`src/rtl/mdm_pkg.sv`:
```
package mdm_pkg;
    localparam int REG_W     = 16;
    localparam int N_LINES   = 4;

    // readback / write bit positions
    localparam int B_DTR     = 1;
    localparam int B_RTS     = 2;
    localparam int B_STX     = 3;
    localparam int B_IE      = 5;
    localparam int B_FLAG    = 7;
    localparam int B_STAT    = 8;

    typedef enum logic [1:0] {
        LN_RING = 2'd0,
        LN_CTS  = 2'd1,
        LN_CAR  = 2'd2,
        LN_SRD  = 2'd3
    } line_e;

    // lines that raise the flag on a rising edge only
    localparam logic [N_LINES-1:0] RISE_ONLY = 4'b0001;

    typedef struct packed {
        logic dtr;
        logic rts;
        logic stx;
        logic ie;
    } ctl_t;

    function automatic ctl_t ctl_from_word(input logic [REG_W-1:0] w);
        ctl_t c;
        c.dtr = w[B_DTR];
        c.rts = w[B_RTS];
        c.stx = w[B_STX];
        c.ie  = w[B_IE];
        return c;
    endfunction

    function automatic logic [REG_W-1:0] build_word(input ctl_t c, input logic flag,
                                                    input logic [N_LINES-1:0] st);
        logic [REG_W-1:0] w;
        w = '0;
        w[B_DTR]  = c.dtr;
        w[B_RTS]  = c.rts;
        w[B_STX]  = c.stx;
        w[B_IE]   = c.ie;
        w[B_FLAG] = flag;
        w[B_STAT +: N_LINES] = st;
        return w;
    endfunction
endpackage

```
`src/rtl/mdm_sync.sv`:
```
module mdm_sync #(
    parameter int W      = 4,
    parameter int STAGES = 2
) (
    input  logic         clk,
    input  logic         rst,
    input  logic [W-1:0] din,
    output logic [W-1:0] dout
);
    logic [W-1:0] stg [STAGES];

    genvar g;
    generate
        for (g = 0; g < STAGES; g++) begin : g_stage
            if (g == 0) begin : g_first
                always_ff @(posedge clk) stg[0] <= din;
            end else begin : g_next
                always_ff @(posedge clk) begin
                    if (rst) stg[g] <= din;
                    else     stg[g] <= stg[g-1];
                end
            end
        end
    endgenerate

    assign dout = stg[STAGES-1];
endmodule

```
`src/rtl/mdm_edge.sv`:
```
module mdm_edge #(
    parameter int           W    = 4,
    parameter logic [W-1:0] RISE = '0
) (
    input  logic         clk,
    input  logic         rst,
    input  logic [W-1:0] lvl,
    input  logic [W-1:0] raw,
    output logic [W-1:0] ev
);
    logic [W-1:0] prev_q;

    always_ff @(posedge clk) begin
        if (rst) prev_q <= raw;
        else     prev_q <= lvl;
    end

    genvar g;
    generate
        for (g = 0; g < W; g++) begin : g_det
            if (RISE[g]) begin : g_rise
                assign ev[g] = lvl[g] & ~prev_q[g];
            end else begin : g_both
                assign ev[g] = lvl[g] ^ prev_q[g];
            end
        end
    endgenerate
endmodule

```
`src/rtl/mdm_regs.sv`:
```
module mdm_regs
    import mdm_pkg::*;
(
    input  logic             clk,
    input  logic             rst,
    input  logic             wr,
    input  logic [REG_W-1:0] wdata,
    input  logic             set_ev,
    output ctl_t             ctl,
    output logic             flag
);
    logic clr;
    assign clr = wr & wdata[B_FLAG];

    always_ff @(posedge clk) begin
        if (rst) begin
            ctl  <= '0;
            flag <= 1'b0;
        end else begin
            if (wr) ctl <= ctl_from_word(wdata);
            flag <= set_ev | (flag & ~clr);
        end
    end

    assert_ctl_load_R5: assert property (@(posedge clk) disable iff (rst)
        wr |=> (ctl.dtr == $past(wdata[B_DTR]) && ctl.rts == $past(wdata[B_RTS])
                && ctl.stx == $past(wdata[B_STX]) && ctl.ie == $past(wdata[B_IE])));

    assert_clear_R7: assert property (@(posedge clk) disable iff (rst)
        (clr && !set_ev) |=> !flag);

    assert_sticky_R7: assert property (@(posedge clk) disable iff (rst)
        (flag && !clr) |=> flag);

    assert_collide_R8: assert property (@(posedge clk) disable iff (rst)
        (set_ev && clr) |=> flag);
endmodule

```
`src/rtl/mdm_stat_ctrl.sv`:
```
module mdm_stat_ctrl
    import mdm_pkg::*;
#(
    parameter int SYNC_STAGES = 2,
    parameter bit FBUSY_STRAP = 1'b1
) (
    input  logic             clk,
    input  logic             rst,
    input  logic             ring_i,
    input  logic             cts_i,
    input  logic             car_i,
    input  logic             srd_i,
    input  logic             reg_wr,
    input  logic [REG_W-1:0] reg_wdata,
    output logic [REG_W-1:0] reg_rdata,
    output logic             dtr,
    output logic             rts,
    output logic             sec_txd,
    output logic             fbusy,
    output logic             chg_flag,
    output logic             irq
);
    logic [N_LINES-1:0] raw_lines, lvl, ev;
    ctl_t               ctl;
    logic               flag;

    assign raw_lines = {srd_i, car_i, cts_i, ring_i};

    mdm_sync #(.W(N_LINES), .STAGES(SYNC_STAGES)) u_sync (
        .clk(clk), .rst(rst), .din(raw_lines), .dout(lvl)
    );

    mdm_edge #(.W(N_LINES), .RISE(RISE_ONLY)) u_edge (
        .clk(clk), .rst(rst), .lvl(lvl), .raw(raw_lines), .ev(ev)
    );

    mdm_regs u_regs (
        .clk(clk), .rst(rst), .wr(reg_wr), .wdata(reg_wdata),
        .set_ev(|ev), .ctl(ctl), .flag(flag)
    );

    assign reg_rdata = build_word(ctl, flag, lvl);
    assign dtr       = ctl.dtr;
    assign rts       = ctl.rts;
    assign sec_txd   = ctl.stx;
    assign chg_flag  = flag;
    assign irq       = flag & ctl.ie;

    generate
        if (FBUSY_STRAP) begin : g_fb
            assign fbusy = ctl.rts;
        end else begin : g_nofb
            assign fbusy = 1'b0;
        end
    endgenerate

    assert_ring_fall_quiet_R2: assert property (@(posedge clk) disable iff (rst)
        ($fell(lvl[LN_RING]) && $stable(lvl[N_LINES-1:1]) && !flag) |=> !flag);

    assert_ring_rise_R2: assert property (@(posedge clk) disable iff (rst)
        $rose(lvl[LN_RING]) |=> flag);

    assert_any_edge_R3: assert property (@(posedge clk) disable iff (rst)
        !$stable(lvl[N_LINES-1:1]) |=> flag);

    assert_irq_gate_R4: assert property (@(posedge clk) disable iff (rst)
        irq |-> reg_rdata[B_IE]);

    assert_fb_R6: assert property (@(posedge clk) disable iff (rst)
        FBUSY_STRAP ? (fbusy == rts) : !fbusy);
endmodule

```
`config.mk`:
```
export PLATFORM = sky130hd
export DESIGN_NAME = mdm_stat_ctrl
export DESIGN_NICKNAME = d
export VERILOG_FILES = /design/src/rtl/mdm_pkg.sv /design/src/rtl/mdm_sync.sv /design/src/rtl/mdm_edge.sv /design/src/rtl/mdm_regs.sv /design/src/rtl/mdm_stat_ctrl.sv
export SDC_FILE = /design/constraint.sdc
export NUM_CORES = 1
export LEC_CHECK = 0
export ABC_AREA = 1
export CAP_MARGIN = 30
export CORE_MARGIN = 8
export CORE_UTILIZATION = 30
export DETAILED_ROUTE_END_ITERATION = 10
export GPL_TIMING_DRIVEN = 0
export MAX_ROUTING_LAYER = met4
export PLACE_DENSITY = 0.73
export SYNTH_ARGS = -nofsm -noshare
export SYNTH_HDL_FRONTEND = slang
export SYNTH_SLANG_ARGS = --single-unit
```
`constraint.sdc`:
```
create_clock -name clk -period 0.8 [get_ports clk]
set_input_delay 0.2 -clock clk [delete_from_list [all_inputs] [get_ports clk]]
set_output_delay 0.2 -clock clk [all_outputs]
set_load 0.02 [all_outputs]
```
==> flow_summary.json, run 1 <==
{
  "status": "complete, but fails checks",
  "violations": "negative setup slack",
  "placed_cell_area_um2": 980,
  "arrival_ps": 890,
  "core_um2": 2130,
  "timing.rr.start": "u_sync.stg[1][2]",
  "post-route-min-period_ps": 1090,
  "skew_ps": 2.29,
  "critPathLaunchType": "flop",
  "cts_tree": "yes",
  "synth_compound_area_frac": 0.100,
  "power_density_nw_per_um2": 1680,
  "hp-class": "in -> reg",
  "endpoint_kind": "output port",
  "hold-path-cell-count": 3,
  "synth-seq-area-share": 0.524,
  "power_leakage_nw": 0.553,
  "dr_total_vias": 566,
  "synthMuxAreaShare": 0,
  "internal_power_w": 0.00134,
  "hold_viol_final": 0,
  "clk_path_buf_depth": 2,
  "setup_violations": 16,
  "vdd_drop_max_mv": 1.49,
  "die_height_um": 62.5,
  "setup_ws_ps": -290,
  "sw_frac_of_total": 0.275,
  "wirelength_um": 1420,
  "finalPower_w": 0.00185,
  "io_buffers": 26,
  "synthSimpleGateAreaFrac": 0.123,
  "comb_power_share": 0.240,
  "switching_power_w": 0.000510,
  "ys_seq_elements": 17,
  "max_cap_viol_count": 0,
  "path_clk_slew_ps": 90,
  "ys.warnings.count": 0,
  "clk_latency_ps": 290,
  "grt_max_degree": 11,
  "synth-xor-area-share": 0.0270,
  "wire_per_inst_um": 9.59,
  "synthAdderAreaFrac": 0,
  "rsz0062_at_grt": "true",
  "io-pin-count": 45,
  "postLayoutCellArea_um2": 1100,
  "grt_pass1_wl_um": 2460,
  "die-area_um2": 3910,
  "initialDrtViolationCount": 6,
  "post-dp-hpwl_um": 1060,
  "seq_power_share": 0.514,
  "cts-root-buf": "clkbuf_4",
  "r2r_slack_ps": -60,
  "antenna_left": 0,
  "fp.dieW_um": 62.5,
  "grt.total_usage": 0.0774,
  "antennaDiodeCount": 0,
  "num_rows": 17,
  "grt.overflow.total": 0,
  "cts_max_level": 1,
  "critPathRequiredTime_ps": 600,
  "area_growth_pct": 69.4,
  "yosysUniqueCellTypes": 11,
  "fin_tns_setup_ps": -3360,
  "cts_made_buffers": 3,
  "syn_area_um2": 649,
  "criticalPathCategory": "reg -> out",
  "fillers": 200,
  "layout_common_cells": "22 x buf_6, 15 x nand2_1, 11 x buf_4",
  "antenna_found_initial": 0,
  "rr_worst_depth": 4,
  "gp_congestion": 0.697,
  "cp_max_fo": 4,
  "viasPerCell": 3.82,
  "max_freq_mhz": 918,
  "final_common_cell": "buf_6",
  "cts_sinks": 17,
  "nets": 144,
  "start_util": 0.305,
  "synth_cells": 78,
  "synth_top_family_by_area": "buffers and inverters",
  "post-route-period-util": 1.36,
  "hold_start": "reg_wr",
  "hold_slack_ps": 356,
  "drt-pass1-iter-count": 2,
  "final_layout_size_suffix_gt1_frac": 0.425,
  "grt_pass1_vias": 546,
  "clkPwrFrac": 0.246,
  "synth.avg_cell_area_um2": 8.33,
  "final-max-slew-violation-count": 0,
  "worst_r2r_endpoint": "u_regs.flag",
  "drc": 0,
  "min_to": "u_regs.ctl[3]"
}
through the flow:
step	util	instances	worst slack, ps
6_report	0.517	148	-290
3_5_place_dp	0.461	138	-444
5_1_grt	0.517	148	-327
3_3_place_gp	0.461	138	-425
2_1_floorplan	-	84	9.67
4_1_cts	0.513	148	-305
how the worst max path moves through the flow:
| stage | start | slack (ps) | end |
|---|---|---|---|
| 2_1_floorplan | u_sync.stg[1][0] | 10 | u_regs.flag |
| 3_3_place_gp | u_regs.flag | -430 | irq |
| 3_5_place_dp | u_regs.flag | -440 | irq |
| 4_1_cts | u_regs.flag | -310 | irq |
| 5_1_grt | u_regs.flag | -330 | irq |
| 6_report | u_regs.flag | -290 | reg_rdata[7] |
cell usage after synthesis:
| cell type | instances | area share |
|---|---|---|
| buf_4 | 12 | 0.14 |
| xor2_1 | 2 | 0.027 |
| dfxtp_1 | 17 | 0.52 |
| nand3_1 | 1 | 0.0077 |
| inv_1 | 11 | 0.064 |
| nand2_1 | 17 | 0.098 |
| buf_6 | 1 | 0.017 |
| o21ai_0 | 8 | 0.062 |
| nor2_1 | 3 | 0.017 |
| a21oi_1 | 5 | 0.039 |
| conb_1 | 1 | 0.0058 |
critical path, cell delays in order (launching register included):
cell and delay (ps):
dfxtp_4 370, buf_6 110, buf_6 120
sequential cells by signal (all words and copies together) (netlist names):
name,flops
u_regs.ctl,4
u_regs.flag,1
u_sync.stg,8
u_edge.prev_q,4
layout make-up:
cell class              count  area [µm²]  share of cell area
clock inverters             1        5.00             0.00455
plain buffers              13         120               0.109
well taps                  28        35.0              0.0319
repair buffers             32         323               0.294
flip-flops and latches     17         359               0.327
multi-input cells          43         194               0.176
inverters                  11        41.3              0.0375
clock buffers               3        22.5              0.0205
routing by layer:
layer / up-vias / track usage / share of wire
met3: 2 / 0.0556 / 0.13
met2: 33 / 0.114 / 0.40
li1: 304 / - / -
met4: 0 / 0.0171 / 0.0056
met5: - / - / 0
met1: 227 / 0.0826 / 0.46
cell families after synthesis:
group	count (synthesis)
other	1
AOI/OAI and AO/OA	13
buffers and inverters	24
xor gates and xnor gates	2
DFF	17
and+or+nand+nor	21
power groups by stage:
stage               clock network, W  logic [W]  registers, W
floorplan                          0   0.000178       0.00100
global placement                   0   0.000386      0.000963
detailed placement                 0   0.000389      0.000967
CTS                         0.000475   0.000443      0.000950
global route                0.000512   0.000484      0.000960
finish                      0.000456   0.000445      0.000952
what timing repair did:
item | in CTS | in global routing
gates resized for setup | 99 | 6
hold buffers | 0 | 0
buffers inserted | 6 | 0
endpoints found under the setup margin | 27 | 17
pin swaps | 5 | 3
(Power assumes the default switching activity.)
==> inputs of run 2 (changes only) <==
Settings changed: CTS_CLUSTER_SIZE set to 28, PLACE_DENSITY 0.73 to 0.77.
==> run 2 against run 1 <==
  * The flow still finishes with violations (negative setup slack)
  * Hold slack better by 24 ps
  * Clock power down 5.9%
  * Count of clock-buffer cells in the layout up 1
  * Critical path depth unchanged
  * Total power down 1.8%
  * First-iteration DRC count rose to 2.5 times the previous value
  * Critical path type unchanged
  * Largest cell class unchanged
  * Largest power group unchanged
==> flow_summary.json, run 2 (synthesized netlist as in run 1, its figures left out) <==
{
  "antenna_found_initial": 0,
  "post-route-min-period_ps": 1080,
  "io_buffers": 26,
  "viasPerCell": 3.88,
  "status": "complete, but fails checks",
  "top_regs": "u_sync.stg: 8 flops, u_edge.prev_q: 4 flops, u_regs.ctl: 4 flops",
  "grt.overflow.total": 0,
  "gp_congestion": 0.695,
  "crit_family": "flip-flops",
  "final_layout_size_suffix_gt1_frac": 0.385,
  "fillers": 205,
  "arrival_ps": 880,
  "layout_common_cells": "23 x buf_6, 16 x nand2_1, 10 x inv_1",
  "vdd_drop_max_mv": 0.779,
  "post-route-period-util": 1.35,
  "cts-root-buf": "clkbuf_4",
  "power_leakage_nw": 0.538,
  "r2r_slack_ps": -60,
  "hold_slack_ps": 380,
  "cts_tree": "yes",
  "power_density_nw_per_um2": 1680,
  "nets": 141,
  "skew_ps": 1.76,
  "critPathRequiredTime_ps": 600,
  "initialDrtViolationCount": 15,
  "crit_slowest_cell": "dfxtp_4",
  "seq_area_um2": 359,
  "placed_cell_area_um2": 980,
  "die_height_um": 62.5,
  "grt.total_usage": 0.0782,
  "cts_max_level": 1,
  "criticalPathCategory": "reg -> out",
  "violations": "negative setup slack",
  "max_freq_mhz": 927,
  "die-area_um2": 3910,
  "critPathBufInv": 2,
  "max_stage_delay_ps": 370,
  "critPathLaunchType": "flop",
  "cp_max_fo": 4,
  "clk_path_buf_depth": 2,
  "rr_worst_depth": 4,
  "drt-pass1-iter-count": 2,
  "largest_reg_flops": 8,
  "postLayoutCellArea_um2": 1080,
  "cts_sinks": 17,
  "path_clk_slew_ps": 90,
  "wire_per_inst_um": 10.4,
  "hold-path-cell-count": 3,
  "largest_register": "u_sync.stg",
  "hold_buffers": 0,
  "clk_latency_ps": 280,
  "crit_top_cell": "buf_6",
  "max_cap_viol_count": 0,
  "endpoint_kind": "output port",
  "hp-class": "in -> reg",
  "fp.dieW_um": 62.5,
  "grt_pass1_vias": 582,
  "drc": 0,
  "grt_pass1_wl_um": 2510,
  "final_common_cell": "buf_6",
  "grt_max_degree": 11,
  "final-max-slew-violation-count": 0,
  "setup_ws_ps": -279,
  "crit_chain": "buf_6, buf_6",
  "core_um2": 2130,
  "crit_cells": 2,
  "postLayoutCoreUtil": 0.508,
  "antenna_left": 0,
  "cts_made_buffers": 3,
  "setup_violations": 16,
  "area_growth_pct": 66.3,
  "io-pin-count": 45,
  "rsz0062_at_grt": "true",
  "start_util": 0.305,
  "hold_viol_final": 0,
  "num_rows": 17,
  "preCtsSetupSlack_ps": -451,
  "multi_input_area_um2": 191,
  "antennaDiodeCount": 0,
  "dr_total_vias": 563,
  "wirelength_um": 1500,
  "post-dp-hpwl_um": 1110
}
-- run 2: cell count changes in the layout (fill, tap and decap cells not counted), sizes merged --
cell	before	now
buf	34	31
clkbuf	3	4
clkinv	1	0
-- run 2: cell type report --
| cell class | count | share of cell area |
|---|---|---|
| buffer | 13 | 0.111 |
| clock buffer | 4 | 0.0243 |
| inverter | 11 | 0.0382 |
| multi-input combinational | 43 | 0.177 |
| sequential | 17 | 0.333 |
| tap | 28 | 0.0324 |
| timing repair buffer | 29 | 0.284 |
-- run 2: repair_timing --
action,4_1_cts,5_1_grt
endpoints found under the setup margin,28,16
endpoints found under the hold margin,0,0
pin swaps,5,1
setup buffers,2,1
resized for setup,98,6
-- run 2: per-stage QoR --
stage	std cells	TNS [ps]	power, W
final	145	-3100	0.00182
after detailed placement	138	-10650	0.00136
after global placement	138	-10260	0.00135
after floorplan	84	0	0.00118
after CTS	144	-3210	0.00183
after global routing	145	-3740	0.00194
-- run 2: power breakdown --
group	internal (W)	switching (W)	total, W	leakage, nW
Clock	0.000193	0.000235	0.000429	0.0150
Combinational	0.000241	0.000197	0.000438	0.377
Sequential	0.000909	0.0000431	0.000952	0.145
-- run 2: final timing paths --
kind / start / to
hold reg to reg: u_sync.stg[0][3] / u_sync.stg[1][3]
setup reg to reg: u_sync.stg[1][2] / u_regs.flag
setup / recovery: u_regs.flag / reg_rdata[7]
hold / removal: reg_wr / u_regs.ctl[0]
-- run 2: tightest hold or removal path, stage by stage --
cell and delay [ps]:
dlygate4sd2_1 290, nand2_1 80, a21oi_1 60
-- run 2: metal layers --
layer	wire length (µm)	track usage
met5	0	-
met4	0	0.0256
met3	138	0.0341
met2	714	0.125
met1	649	0.0850
==> inputs of run 3 (changes only) <==
Settings changed: ABC_AREA 1 to not set, CTS_BUF_LIST set to sky130_fd_sc_hd__clkbuf_16, CTS_CLUSTER_SIZE 28 to 12.
==> run 3 against run 2 <==
  * The flow still finishes with violations (negative setup slack)
  * Final cell count shrank 8.3%
  * Critical endpoint is now irq
  * Highest routed layer is now met4
  * Largest cell class unchanged
  * Core utilization rose by 1.1 points
  * Synthesized area fell by 0.19%
  * Clock power up 120%
  * Largest power group is now the clock network
==> flow_summary.json, run 3 <==
{
  "synth-seq-area-share": 0.525,
  "die_height_um": 62.5,
  "r2r_slack_ps": -50,
  "antenna_found_initial": 0,
  "clk_path_buf_depth": 2,
  "ys.warnings.count": 0,
  "yosysMostFrequentCell": "dfxtp_1",
  "hold_slack_ps": 260,
  "num_rows": 17,
  "seq_area_um2": 362,
  "async_flop_share": 0,
  "cts_tree": "yes",
  "grt_max_degree": 11,
  "power_density_nw_per_um2": 2120,
  "core_um2": 2130,
  "cts_made_buffers": 3,
  "nets": 129,
  "layout_common_cells": "20 x buf_6, 10 x buf_4, 9 x inv_1, 9 x clkdlybuf4s50_1",
  "wire_per_inst_um": 10.9,
  "dr_total_vias": 524,
  "synthTopCellsByArea": "dfxtp_1 53%, buf_4 15%, mux2i_1 6.2%",
  "violations": "negative setup slack",
  "critPathRequiredTime_ps": 600,
  "critPathLaunchType": "flop",
  "crit_slowest_cell": "dfxtp_2",
  "synth_top_family_by_area": "buffers and inverters",
  "hold_start": "reg_wr",
  "status": "complete, but fails checks",
  "gp_congestion": 0.658,
  "wirelength_um": 1450,
  "power_leakage_nw": 0.541,
  "synth_compound_area_frac": 0.0907,
  "fillers": 197,
  "hp-class": "in -> reg",
  "io-pin-count": 45,
  "vdd_drop_max_mv": 0.878,
  "cts_sinks": 17,
  "synth_cells": 68,
  "top_regs": "u_sync.stg: 8 flops, u_edge.prev_q: 4 flops, u_regs.ctl: 4 flops",
  "start_util": 0.305,
  "yosysUniqueCellTypes": 15,
  "synthMuxAreaShare": 0.0618,
  "synth-edff-count": 0,
  "min_to": "u_regs.ctl[2]",
  "placed_cells": 127,
  "setup_ws_ps": -243,
  "synth_top_area_share": 0.525,
  "final-max-slew-violation-count": 0,
  "path_clk_slew_ps": 50,
  "synth-xor-area-share": 0.0405,
  "cts-root-buf": "clkbuf_16",
  "hold_buffers": 0,
  "setup_violations": 16,
  "cts_max_level": 1,
  "syn_area_um2": 648,
  "yosys.area.top_type": "dfxtp_1",
  "hold_viol_final": 0,
  "clk_latency_ps": 240,
  "die-area_um2": 3900,
  "fp.dieW_um": 62.5,
  "preCtsSetupSlack_ps": -464,
  "grt_pass1_wl_um": 2350,
  "grt.overflow.total": 0,
  "post-route-min-period_ps": 1040,
  "criticalPathCategory": "reg -> out",
  "largest_reg_flops": 8,
  "placed_cell_area_um2": 976,
  "synth.avg_cell_area_um2": 9.53,
  "worst_r2r_endpoint": "u_regs.flag",
  "post-dp-hpwl_um": 1130,
  "initialDrtViolationCount": 0,
  "final_layout_size_suffix_gt1_frac": 0.419,
  "antenna_left": 0,
  "antennaDiodeCount": 0,
  "crit_chain": "and2_4, buf_6",
  "max_cap_viol_count": 0,
  "cp_max_fo": 3,
  "arrival_ps": 840,
  "skew_ps": 0.944,
  "grt_pass1_vias": 541,
  "final_common_cell": "buf_6",
  "timing.rr.start": "u_sync.stg[1][3]",
  "synthSimpleGateAreaFrac": 0.0618,
  "post-route-period-util": 1.30,
  "io_buffers": 25,
  "rsz0062_at_grt": "true",
  "grt.total_usage": 0.0788,
  "postLayoutCellArea_um2": 1100,
  "area_growth_pct": 70.3,
  "largest_register": "u_sync.stg",
  "drc": 0,
  "viasPerCell": 3.94,
  "yosys-top-cells-count": "17 x dfxtp_1, 13 x buf_4, 8 x inv_1, 8 x o21ai_0, 5 x nand2_1",
  "max_freq_mhz": 959,
  "synthAdderAreaFrac": 0,
  "endpoint_kind": "output port",
  "hold-path-cell-count": 3,
  "multi_input_area_um2": 194,
  "drt-pass1-iter-count": 1,
  "ys_seq_elements": 17,
  "rr_worst_depth": 3,
  "max_stage_delay_ps": 320,
  "final_cell_count_no_fill": 133,
  "ys.flop_type": "dfxtp_1"
}
## run 3: cell types whose count changed in the layout (fill, tap and decap cells not counted), moves of 2 or more
cell / before / now
buf_4: 8 / 10
clkbuf_16: 0 / 3
xnor2_1: 0 / 2
clkbuf_4: 3 / 0
nand2_1: 16 / 5
mux2i_1: 0 / 4
a21oi_1: 5 / 1
buf_6: 23 / 20
## run 3: metrics by stage
stage	setup TNS (ps)	util	total power (W)
after detailed placement	-10670	0.459	0.00137
after global routing	-2860	0.519	0.00245
after CTS	-2510	0.512	0.00236
final	-2510	0.519	0.00234
after global placement	-10280	0.459	0.00136
after floorplan	0	-	0.00119
## run 3: worst max-delay path by stage
| stage | slack (ps) | endpoint | from | depth (start not counted) |
|---|---|---|---|---|
| after detailed placement | -460 | irq | u_regs.flag | 2 |
| after floorplan | 4 | u_regs.flag | u_sync.stg[1][3] | 3 |
| final | -240 | irq | u_regs.ctl[0] | 2 |
| after global routing | -260 | irq | u_regs.flag | 2 |
| after global placement | -450 | irq | u_regs.flag | 2 |
| after CTS | -240 | irq | u_regs.flag | 2 |
## run 3: cell families (layout without fill, tap and decap cells)
kind of cell | count (synthesis) | in the layout
buf+inv | 22 | 53
mux | 4 | 4
flops | 17 | 17
xor+xnor | 3 | 3
simple gates | 10 | 10
compound gates | 11 | 11
other cells | 1 | 7
## run 3: repair_timing
item                                   CTS  global route
buffers inserted                         1             1
pin swaps                                1             0
endpoints found under the hold margin    0             0
gates resized for setup                 94             2
setup endpoints to repair               28            16
## run 3: critical path: cells and delay by family (launching register included)
family | cells | cell delay, ps
AND/OR/NAND/NOR | 1 | 150
flip-flops | 1 | 320
buffers and inverters | 1 | 120
## run 3: area by class of cell
type                       instances  share of cell area
sequential                        17               0.328
timing repair buffer              27               0.254
multi-input combinational         35               0.176
buffer                            14               0.112
clock buffer                       3              0.0680
tap                               28              0.0317
inverter                           8              0.0272
clock inverter                     1             0.00340
## run 3: power by group
part           internal (W)  switching, W  leakage [nW]
registers          0.000913     0.0000432         0.146
logic              0.000241      0.000190         0.353
clock network      0.000661      0.000296        0.0423
## run 3: routing by layer
metal / part of all wire / up-vias / GRT usage
met5: 0 / - / -
met1: 0.41 / 226 / 0.0764
li1: - / 267 / -
met4: 0.026 / 0 / 0.0513
met2: 0.46 / 26 / 0.118
met3: 0.097 / 5 / 0.0466
